<file path="config.mk">
export PLATFORM = sky130hd
export DESIGN_NAME = xs_bitgen
export DESIGN_NICKNAME = d
export VERILOG_FILES = /design/src/rtl/xs_pkg.sv /design/src/rtl/xs_lane.sv /design/src/rtl/xs_valid.sv /design/src/rtl/xs_bitgen.sv
export SDC_FILE = /design/constraint.sdc
export NUM_CORES = 1
export LEC_CHECK = 0
export BUFFER_PORTS_ARGS = -buffer_cell sky130_fd_sc_hd__buf_2
export CAP_MARGIN = 20
export CORE_MARGIN = 5
export CORE_UTILIZATION = 54
export CTS_CLUSTER_DIAMETER = 200
export DETAILED_ROUTE_END_ITERATION = 12
export PLACE_DENSITY = 0.78
export SETUP_SLACK_MARGIN = 0.05
export SLEW_MARGIN = 40
export SYNTH_ARGS = -nofsm -noshare
export SYNTH_HDL_FRONTEND = slang
export SYNTH_HIERARCHICAL = 1
export SYNTH_SLANG_ARGS = --single-unit
</file>
<file path="constraint.sdc">
create_clock -name clk -period 1.6 [get_ports clk]
set_input_delay 0.08 -clock clk [delete_from_list [all_inputs] [get_ports clk]]
set_output_delay 0.08 -clock clk [all_outputs]
set_load 0.01 [all_outputs]
</file>
<file path="src/rtl/xs_pkg.sv">
package xs_pkg;

    // Number of registers needed to cover a word of the given width.
    function automatic int lanes_for(input int out_bits, input int reg_w);
        return (out_bits + reg_w - 1) / reg_w;
    endfunction

endpackage

</file>
<file path="src/rtl/xs_lane.sv">
module xs_lane #(
    parameter int W = 64,
    parameter int A = 13,
    parameter int B = 7,
    parameter int C = 17,
    parameter logic [W-1:0] SEED = {{(W-1){1'b0}}, 1'b1}
) (
    input  logic         clk,
    input  logic         rst,
    input  logic         adv,
    output logic [W-1:0] state
);

    typedef struct packed {
        logic [W-1:0] st;
    } lane_t;

    lane_t s_d, s_q;

    // Three shift-and-XOR stages in one cycle: left A, right B, left C.
    function automatic logic [W-1:0] step(input logic [W-1:0] x);
        logic [W-1:0] y;
        y = x ^ (x << A);
        y = y ^ (y >> B);
        y = y ^ (y << C);
        return y;
    endfunction

    always_comb begin
        s_d = s_q;
        if (rst) begin
            s_d.st = SEED;
        end else if (adv) begin
            s_d.st = step(s_q.st);
        end
    end

    always_ff @(posedge clk) begin
        s_q <= s_d;
    end

    assign state = s_q.st;

    // a reset edge leaves the seed slice in the register.
    p_seed_load_r4: assert property (@(posedge clk)
        rst |=> state == SEED);

    // no advance means the register holds.
    p_hold_r6: assert property (@(posedge clk) disable iff (rst)
        !adv |=> $stable(state));

    // a nonzero state is never a fixed point of the step.
    generate
        if (SEED != '0) begin : g_moves
            p_moves_r1: assert property (@(posedge clk) disable iff (rst)
                adv |=> state != $past(state));
        end
    endgenerate

endmodule

</file>
<file path="src/rtl/xs_valid.sv">
module xs_valid (
    input  logic clk,
    input  logic rst,
    input  logic en,
    output logic valid
);

    typedef struct packed {
        logic vld;
    } vseq_t;

    vseq_t v_d, v_q;

    always_comb begin
        v_d = v_q;
        if (rst) begin
            v_d.vld = 1'b0;
        end else begin
            v_d.vld = en;
        end
    end

    always_ff @(posedge clk) begin
        v_q <= v_d;
    end

    assign valid = v_q.vld;

    // valid is low in the cycle after any reset edge.
    p_clear_on_reset_r4: assert property (@(posedge clk)
        rst |=> !valid);

endmodule

</file>
<file path="src/rtl/xs_bitgen.sv">
module xs_bitgen import xs_pkg::*; #(
    parameter int OUT_BITS = 100,
    parameter int REG_W    = 64,
    parameter int SH_A     = 13,
    parameter int SH_B     = 7,
    parameter int SH_C     = 17,
    parameter logic [REG_W*((OUT_BITS+REG_W-1)/REG_W)-1:0] SEED =
        128'h0123_4567_89AB_CDEF_FEDC_BA98_7654_3210
) (
    input  logic                clk,
    input  logic                rst,
    input  logic                en,
    output logic [OUT_BITS-1:0] bits_out,
    output logic                valid_out
);

    localparam int NLANES  = lanes_for(OUT_BITS, REG_W);
    localparam int TOTAL_W = NLANES * REG_W;

    logic [TOTAL_W-1:0] lane_bus;

    generate
        for (genvar k = 0; k < NLANES; k++) begin : g_lane
            xs_lane #(
                .W    (REG_W),
                .A    (SH_A),
                .B    (SH_B),
                .C    (SH_C),
                .SEED (SEED[k*REG_W +: REG_W])
            ) u_lane (
                .clk   (clk),
                .rst   (rst),
                .adv   (en),
                .state (lane_bus[k*REG_W +: REG_W])
            );

            // a lane started from a nonzero seed never collapses to zero.
            if (SEED[k*REG_W +: REG_W] != '0) begin : g_nz
                p_lane_nonzero_r8: assert property (@(posedge clk) disable iff (rst)
                    lane_bus[k*REG_W +: REG_W] != '0);
            end
        end
    endgenerate

    xs_valid u_valid (
        .clk   (clk),
        .rst   (rst),
        .en    (en),
        .valid (valid_out)
    );

    assign bits_out = lane_bus[OUT_BITS-1:0];

    // every valid cycle carries a freshly stepped lane 0.
    generate
        if (SEED[REG_W-1:0] != '0) begin : g_fresh
            p_valid_fresh_r5: assert property (@(posedge clk) disable iff (rst)
                valid_out |-> lane_bus[REG_W-1:0] != $past(lane_bus[REG_W-1:0]));
        end
    endgenerate

endmodule

</file>
### After elaboration in Yosys (flattened, before gate mapping)

Index checks and enable logic that the tools add are counted.

* bits of input ports: 3
* memory bits (writable): 0
* register bits: 129
* output and inout bits: 101
* memories kept: 0
* logic and storage cells: 9
* latch bits: 0
* memory bits (read-only): 0

* divide/modulo/power cells: 0
* $lt $le $gt $ge: 0
* bitwise gates (word level): 6
* muxes and demuxes: 0
* reduce and logical (&&, ||, !) cells: 0
* add/sub/neg operators: 0
* shifts and indexed selects: 0
* eq/ne operators: 0
* multiply operators: 0

Operators by type and width (count)
* 64-bit bitwise XOR: 4
* 64-bit by 57-bit bitwise XOR with 64-bit output: 2

### Logic depth before layout (Yosys ltp)

Gate-level depths: netlist (run 1).

* word-level depth: 3
* depth in mapped cells: 6
* depth with buffers taken out: 5

### Modules after synthesis

Netlist (run 1), hierarchy kept.

Modules (own cells, without submodules)
* xs_lane (g_lane[1].u_lane): cells each 445, sequential area each 1281.2 µm², times used 1, area each 4718.3 µm²
* xs_lane (g_lane[0].u_lane): cells each 451, sequential area each 1281.2 µm², times used 1, area each 4226.6 µm²
* xs_valid: cells each 2, sequential area each 20.0 µm², times used 1, area each 33.8 µm²

### Least setup slack after synthesis (run 1)

OpenSTA, ideal clock, no wires.

* path kind: register -> register
* start point: register g_lane[1].u_lane.s_q, in the netlist g_lane[1].u_lane/state[8]
* end point: register g_lane[1].u_lane.s_q, in the netlist g_lane[1].u_lane/state[21]
* buffers on the path: 1
* library setup time: 0.132 ns
* arrival time: 1.690 ns
* clock period less this slack: 1.822 ns
* stages on the path, launching flop included: 6
* setup slack: -0.222 ns
* required time: 1.468 ns
* path through: dfxtp_1 > buf_2 > xnor3_1 > xnor2_1 > o21ai_0 > or3b_2

* longest elaborated chain between the ends: 3

RTL lines
* start, declared: RTL line xs_lane.sv:18 `lane_t s_d, s_q;`
* start signal, assigned: RTL line xs_lane.sv:39 `s_q <= s_d;`
* 64-bit bitwise XOR: RTL line xs_lane.sv:23 `y = x ^ (x << A);`
* 64-bit by 57-bit bitwise XOR with 64-bit output: RTL line xs_lane.sv:24 `y = y ^ (y >> B);`
* 64-bit bitwise XOR: RTL line xs_lane.sv:25 `y = y ^ (y << C);`

No other way between the ends.
A chain may end at the register's enable or synchronous reset.

### Final worst setup path (run 1)

* start point: register g_lane[0].u_lane.s_q, in the netlist g_lane[0].u_lane/state[31]
* end point: register g_lane[0].u_lane.s_q, in the netlist g_lane[0].u_lane/state[44]

* longest elaborated chain between the ends: 3

RTL lines (RTL line)
* start, declared: xs_lane.sv:18
* start signal, assigned: xs_lane.sv:39
* 64-bit bitwise XOR: xs_lane.sv:23
* 64-bit by 57-bit bitwise XOR with 64-bit output: xs_lane.sv:24
* 64-bit bitwise XOR: xs_lane.sv:25

No other way between the ends.

==> results of run 1 <==
[report_power, final]
part	switching, mW	internal (mW)
registers	2.12	4.67
logic	10.9	15.0
clock network	1.58	2.59
[routing by layer]
layer / share of wire (%) / global-route usage [%] / vias up
met3: 5.5 / 5.79 / 65
li1: - / - / 3422
met1: 38 / 30.6 / 3743
met5: 0 / 0 / -
met2: 53 / 44.8 / 305
met4: 3.2 / 9.63 / 0
[cell type report]
type | count | area (sq um)
clock buffers | 20 | 468
clock inverters | 12 | 155
fillers | 895 | 3620
inverters | 3 | 11.3
multi-input cells | 688 | 7140
flip-flops and latches | 129 | 2790
well taps | 220 | 275
repair buffers | 277 | 2010
[flip-flops by register name, indices dropped and copies added (netlist names)]
register,flops
g_lane.u_lane/state,128
u_valid/valid,1
[cells by family (layout without fill, tap and decap cells)]
group                     Yosys count  in the layout
xor gates and xnor gates          335            335
and+or+nand+nor                   201            201
AOI/OAI and AO/OA                 142            142
DFF                               129            129
buffers and inverters              81            312
muxes                              10             10
[placed cells by master (no fill, tap or decap), types with 29 or more instances in the layout]
cell type  instances
buf_2            101
xnor2_1          109
nor2_1            69
buf_4            149
dfxtp_2           44
xor2_2            29
dfxtp_1           45
xnor3_1           47
xor2_1            57
a21oi_1           44
dfxtp_4           40
xnor2_2           42
[stage by stage]
| stage | utilization [%] | instances | instance area [sq um] | TNS, ns |
|---|---|---|---|---|
| after floorplan | - | 898 | 9310 | -0.210 |
| after global placement | 65.8 | 1287 | 10800 | -0.119 |
| after detailed placement | 65.8 | 1287 | 10800 | -0.672 |
| after CTS | 72.7 | 1328 | 12000 | -0.0714 |
| after global routing | 78.0 | 1349 | 12800 | -1.03 |
| final | 78.0 | 1349 | 12800 | -0.142 |
[worst paths after layout]
check / start / endpoint / slack, ns / cells past startpoint
setup / recovery: g_lane[0].u_lane/state[31]$_SDFFE_PP0P_ / g_lane[0].u_lane/state[44]$_SDFFE_PP1P_ / -0.05 / 4
hold / removal: rst / g_lane[1].u_lane/state[29]$_SDFFE_PP0P_ / 0.07 / 2
setup reg to reg: g_lane[0].u_lane/state[31]$_SDFFE_PP0P_ / g_lane[0].u_lane/state[44]$_SDFFE_PP1P_ / -0.05 / 4
hold reg to reg: g_lane[1].u_lane/state[61]$_SDFFE_PP0P_ / g_lane[1].u_lane/state[61]$_SDFFE_PP0P_ / 0.52 / 2
[critical path, stage by stage (launching register included)]
cell and delay (ns):
dfxtp_4 0.39, xor2_4 0.25, xor3_1 0.38, o21ai_1 0.14
or3b_1 0.36
[what timing repair did]
action	in CTS	in global routing
hold buffers	1	0
pin swaps	31	57
setup buffers	8	21
setup endpoints to repair	46	77
gates resized for setup	93	143
endpoints found under the hold margin	1	0
==> flow_metrics.env, run 1 <==
export IMPL_yosys_most_used_dff="dfxtp_1"
export IMPL_cp_arrival_ns=1.95
export IMPL_tightestPinTransition_ns=0.435
export IMPL_synth_top_area_cell="dfxtp_1"
export IMPL_crit_fanout=3
export IMPL_ant_nets=0
export IMPL_synth_top_family_by_area="XOR/XNOR gates"
export IMPL_avgSynthCellArea_sq_um=10.0
export IMPL_required_ns=1.90
export IMPL_p_per_area_nw_per_um2=2870
export IMPL_synth_fa_ha_area_share_pct=0
export IMPL_ys_seq_elements=129
export IMPL_timing_hold_ws_ns=0.0682
export IMPL_initial_core_util_pct=54.5
export IMPL_antenna_found_initial=0
export IMPL_synth_top_cell_area_share_pct=28.8
export IMPL_drt_iter0_drc=509
export IMPL_syn_nets=901
export IMPL_worstSkewPairLatency_ns=0.42
export IMPL_finalSetupViolCount=5
export IMPL_synthMuxAreaShare_pct=1.16
export IMPL_synthDistinctLibCells=43
export IMPL_grt_pass1_vias=7397
export IMPL_finalHoldViolCount=0
export IMPL_root_buffer="clkbuf_16"
export IMPL_vias=7535
export IMPL_postLayoutSetupSlackWorst_ns=-0.0515
export IMPL_gp_congestion=0.812
export IMPL_min_period_ns=1.65
export IMPL_violations="setup timing"
export IMPL_post_drt_wl_per_cell_microns=20.5
export IMPL_drt_pre_antenna_iters=5
export IMPL_vdd_drop_max_mv=1.89
export IMPL_grt_max_degree=96
export IMPL_fmax_mhz=606
export IMPL_synthCells=898
export IMPL_yosys_area_share_simple_pct=11.7
export IMPL_io_pins=104
export IMPL_synth_xor_area_share_pct=44.4
export IMPL_max_slew_margin_pct=71.0
export IMPL_dp_hpwl_microns=16400
export IMPL_grt_use_total_pct=25.5
export IMPL_synthTopCellsByArea="dfxtp_1 29%, xnor2_1 16%, xnor3_1 12%"
export IMPL_htree_levels=4
export IMPL_leakage_nw=5.89
export IMPL_syn2layout_area_growth_pct=43.0
export IMPL_status="finished with violations"
export IMPL_path_clk_slew_ns=0.06
export IMPL_wl_microns=27700
export IMPL_yosysWarnings=6
export IMPL_drc=0
export IMPL_hp_class="in -> reg"
export IMPL_die_width_microns=139
export IMPL_drv_cap=0
export IMPL_cts_buffers_inserted=17
export IMPL_grt_pass1_wl_microns=39400
export IMPL_dp_slack_ns=-0.0917
export IMPL_startpoint_type="flip-flop"
export IMPL_cp_end_kind="flip-flop"
export IMPL_overflow=0
export IMPL_finalPower_mw=36.9
export IMPL_cts_tree="done"
export IMPL_die_height_microns=139
export IMPL_antenna_cells=0
export IMPL_async_reset_ff_share_pct=0
export IMPL_core_region_area_sq_um=16500
export IMPL_synth_most_common_cell="xnor2_1"
export IMPL_ys_top_cells_by_count="165 x xnor2_1, 129 x dfxtp_1, 91 x xor2_1"
export IMPL_cts_buffer_depth=2
export IMPL_io_buffers=103
export IMPL_die_area_sq_um=19300
export IMPL_rsz0062_at_grt="true"
export IMPL_worst_clock_skew_ns=0.00830
export IMPL_cts_sinks=129
export IMPL_drive_gt1_share_pct=47.3
export IMPL_fp_row_count=47
export IMPL_synth_compound_area_share_pct=10.2
export IMPL_critPathKind="reg -> reg"
export IMPL_timing_final_crit_share_pct=103
export IMPL_vias_per_cell=5.59
export IMPL_syn_area_sq_um=8980
export IMPL_final_nets=1119
export IMPL_synth_edf_count=0
export IMPL_ys_seq_area_share_pct=28.8
export IMPL_slew_violations=0
(Power assumes the default switching activity.)
==> inputs of run 2 (changes only) <==
--- a/config.mk
+++ b/config.mk
@@ -7,5 +7,4 @@
 export LEC_CHECK = 0
 export BUFFER_PORTS_ARGS = -buffer_cell sky130_fd_sc_hd__buf_2
-export CAP_MARGIN = 20
 export CORE_MARGIN = 5
 export CORE_UTILIZATION = 54
==> constraint.sdc (replaced) <==
create_clock -name clk -period 1.6 [get_ports clk]
set_input_delay 0.08 -clock clk [delete_from_list [all_inputs] [get_ports clk]]
set_output_delay 0.08 -clock clk [all_outputs]
set_load 0.02 [all_outputs]
==> flow_metrics.env, run 2 (synthesis gave the netlist of run 1 again) <==
export IMPL_cp_depth=4
export IMPL_combPwrFrac_pct=69.5
export IMPL_die_area_sq_um=19300
export IMPL_io_buffers=103
export IMPL_drt_iter0_drc=389
export IMPL_seqPwrFrac_pct=19.5
export IMPL_overflow=0
export IMPL_path_clk_slew_ns=0.06
export IMPL_drt_pre_antenna_iters=5
export IMPL_slowest_delay_ns=0.44
export IMPL_htree_levels=4
export IMPL_p_sw_mw=14.6
export IMPL_finalHoldViolCount=0
export IMPL_p_int_mw=21.5
export IMPL_fmax_mhz=615
export IMPL_cts_buffers_inserted=17
export IMPL_final_nets=1086
export IMPL_critPathKind="reg -> reg"
export IMPL_use_met3_pct=5.00
export IMPL_grt_pass1_vias=6916
export IMPL_p_per_area_nw_per_um2=2880
export IMPL_p_sw_share_pct=40.4
export IMPL_pwr_share_clk_pct=11.0
export IMPL_cp_common_cell="xnor3_1"
export IMPL_die_width_microns=139
export IMPL_drv_cap=0
export IMPL_slew_violations=0
export IMPL_violations="setup timing"
export IMPL_startpoint_type="flip-flop"
export IMPL_min_period_ns=1.63
export IMPL_crit_slowest_cell="xnor3_1"
export IMPL_largest_reg_flops=128
export IMPL_die_height_microns=139
export IMPL_max_slew_margin_pct=73.5
export IMPL_cts_tree="done"
export IMPL_path_delay_family="XOR/XNOR gates"
export IMPL_cp_end_kind="flip-flop"
export IMPL_place_inst=1254
export IMPL_antenna_found_initial=0
export IMPL_worstSkewPairLatency_ns=0.42
export IMPL_vdd_drop_max_mv=1.82
export IMPL_core_region_area_sq_um=16500
export IMPL_mostFrequentLayoutCells="126 x buf_4, 107 x xnor2_1, 101 x buf_2, 70 x nor2_1, 57 x xor2_1"
export IMPL_root_buffer="clkbuf_16"
export IMPL_vias_per_cell=5.49
export IMPL_drive_gt1_share_pct=46.3
export IMPL_leakage_nw=5.74
export IMPL_timing_final_crit_share_pct=102
export IMPL_use_met1_pct=29.4
export IMPL_tightestPinTransition_ns=0.395
export IMPL_hp_class="in -> reg"
export IMPL_initial_core_util_pct=54.5
export IMPL_fp_row_count=47
export IMPL_drc=0
export IMPL_grt_pass1_wl_microns=37300
export IMPL_whs_path_depth=2
export IMPL_grt_use_total_pct=24.1
export IMPL_final_common_cell="buf_4"
export IMPL_antenna_cells=0
export IMPL_post_drt_wl_per_cell_microns=19.5
export IMPL_timing_hold_ws_ns=0.0279
export IMPL_worst_clock_skew_ns=0.00952
export IMPL_finalSetupViolCount=5
export IMPL_finalPower_mw=36.1
export IMPL_vias=7224
export IMPL_crit_chain="xnor3_1 > xnor3_1 > o21ai_1 > or3b_1"
export IMPL_grt_max_degree=86
export IMPL_stdcell_count=1316
export IMPL_rsz0062_at_grt="true"
export IMPL_crit_fanout=4
export IMPL_cp_arrival_ns=1.93
export IMPL_gp_congestion=0.827
export IMPL_grt_met2_usage_pct=41.6
export IMPL_cts_buffer_depth=2
export IMPL_required_ns=1.90
export IMPL_top_usage_layer="met2"
export IMPL_syn2layout_area_growth_pct=39.5
export IMPL_status="finished with violations"
export IMPL_dp_hpwl_microns=16000
export IMPL_postCtsHoldBufs=0
export IMPL_io_pins=104
export IMPL_cts_sinks=129
export IMPL_wl_microns=25700
export IMPL_crit_buf_inv=0
export IMPL_postLayoutSetupSlackWorst_ns=-0.0273
export IMPL_ant_nets=0
export IMPL_setup_tns_ns=-0.0786
export IMPL_reg2regPathDepth=4
[run 2: timing repair]
action,4_1_cts,5_1_grt
setup endpoints to repair,39,69
pin swaps,25,44
buffers inserted,16,14
cloned,0,0
gates resized for setup,64,122
[run 2: power by group through the flow]
stage                     combinational [mW]  sequential [mW]  clock, mW
after floorplan                         16.1             6.87          0
after global routing                    26.8             7.20       4.20
after detailed placement                21.5             6.58          0
after global placement                  21.0             6.54          0
after CTS                               22.6             6.65       4.01
final                                   25.1             7.03       3.99
[run 2: worst paths after layout]
check | endpoint | startpoint | slack [ns]
setup reg to reg | g_lane[1].u_lane/state[34]$_SDFFE_PP1P_ | g_lane[1].u_lane/state[41]$_SDFFE_PP0P_ | -0.03
hold / removal | g_lane[1].u_lane/state[51]$_SDFFE_PP0P_ | en | 0.03
hold reg to reg | g_lane[1].u_lane/state[61]$_SDFFE_PP0P_ | g_lane[1].u_lane/state[61]$_SDFFE_PP0P_ | 0.50
setup / recovery | g_lane[1].u_lane/state[34]$_SDFFE_PP1P_ | g_lane[1].u_lane/state[41]$_SDFFE_PP0P_ | -0.03
[run 2: cell type report]
class | instances | area [sq um]
timing repair buffer | 244 | 1680
sequential | 129 | 2830
multi-input combinational | 688 | 7130
fill | 1022 | 3940
clock buffer | 21 | 503
tap | 220 | 275
inverter | 3 | 11.3
clock inverter | 11 | 98.8
[run 2: stage by stage]
stage	setup WS, ns	instance area [sq um]	utilization [%]
finish	-0.0273	12500	76.1
global route	-0.0811	12500	76.1
detailed placement	-0.0909	10700	65.1
floorplan	-0.0444	9520	-
global placement	-0.00950	10700	65.1
CTS	-0.0389	11700	71.2
[run 2: per-layer routing]
| metal | up-vias | share of wire, % |
|---|---|---|
| met5 | - | 0 |
| met4 | 0 | 4.4 |
| met3 | 80 | 4.6 |
| met2 | 243 | 51 |
| met1 | 3534 | 40 |
| li1 | 3367 | - |
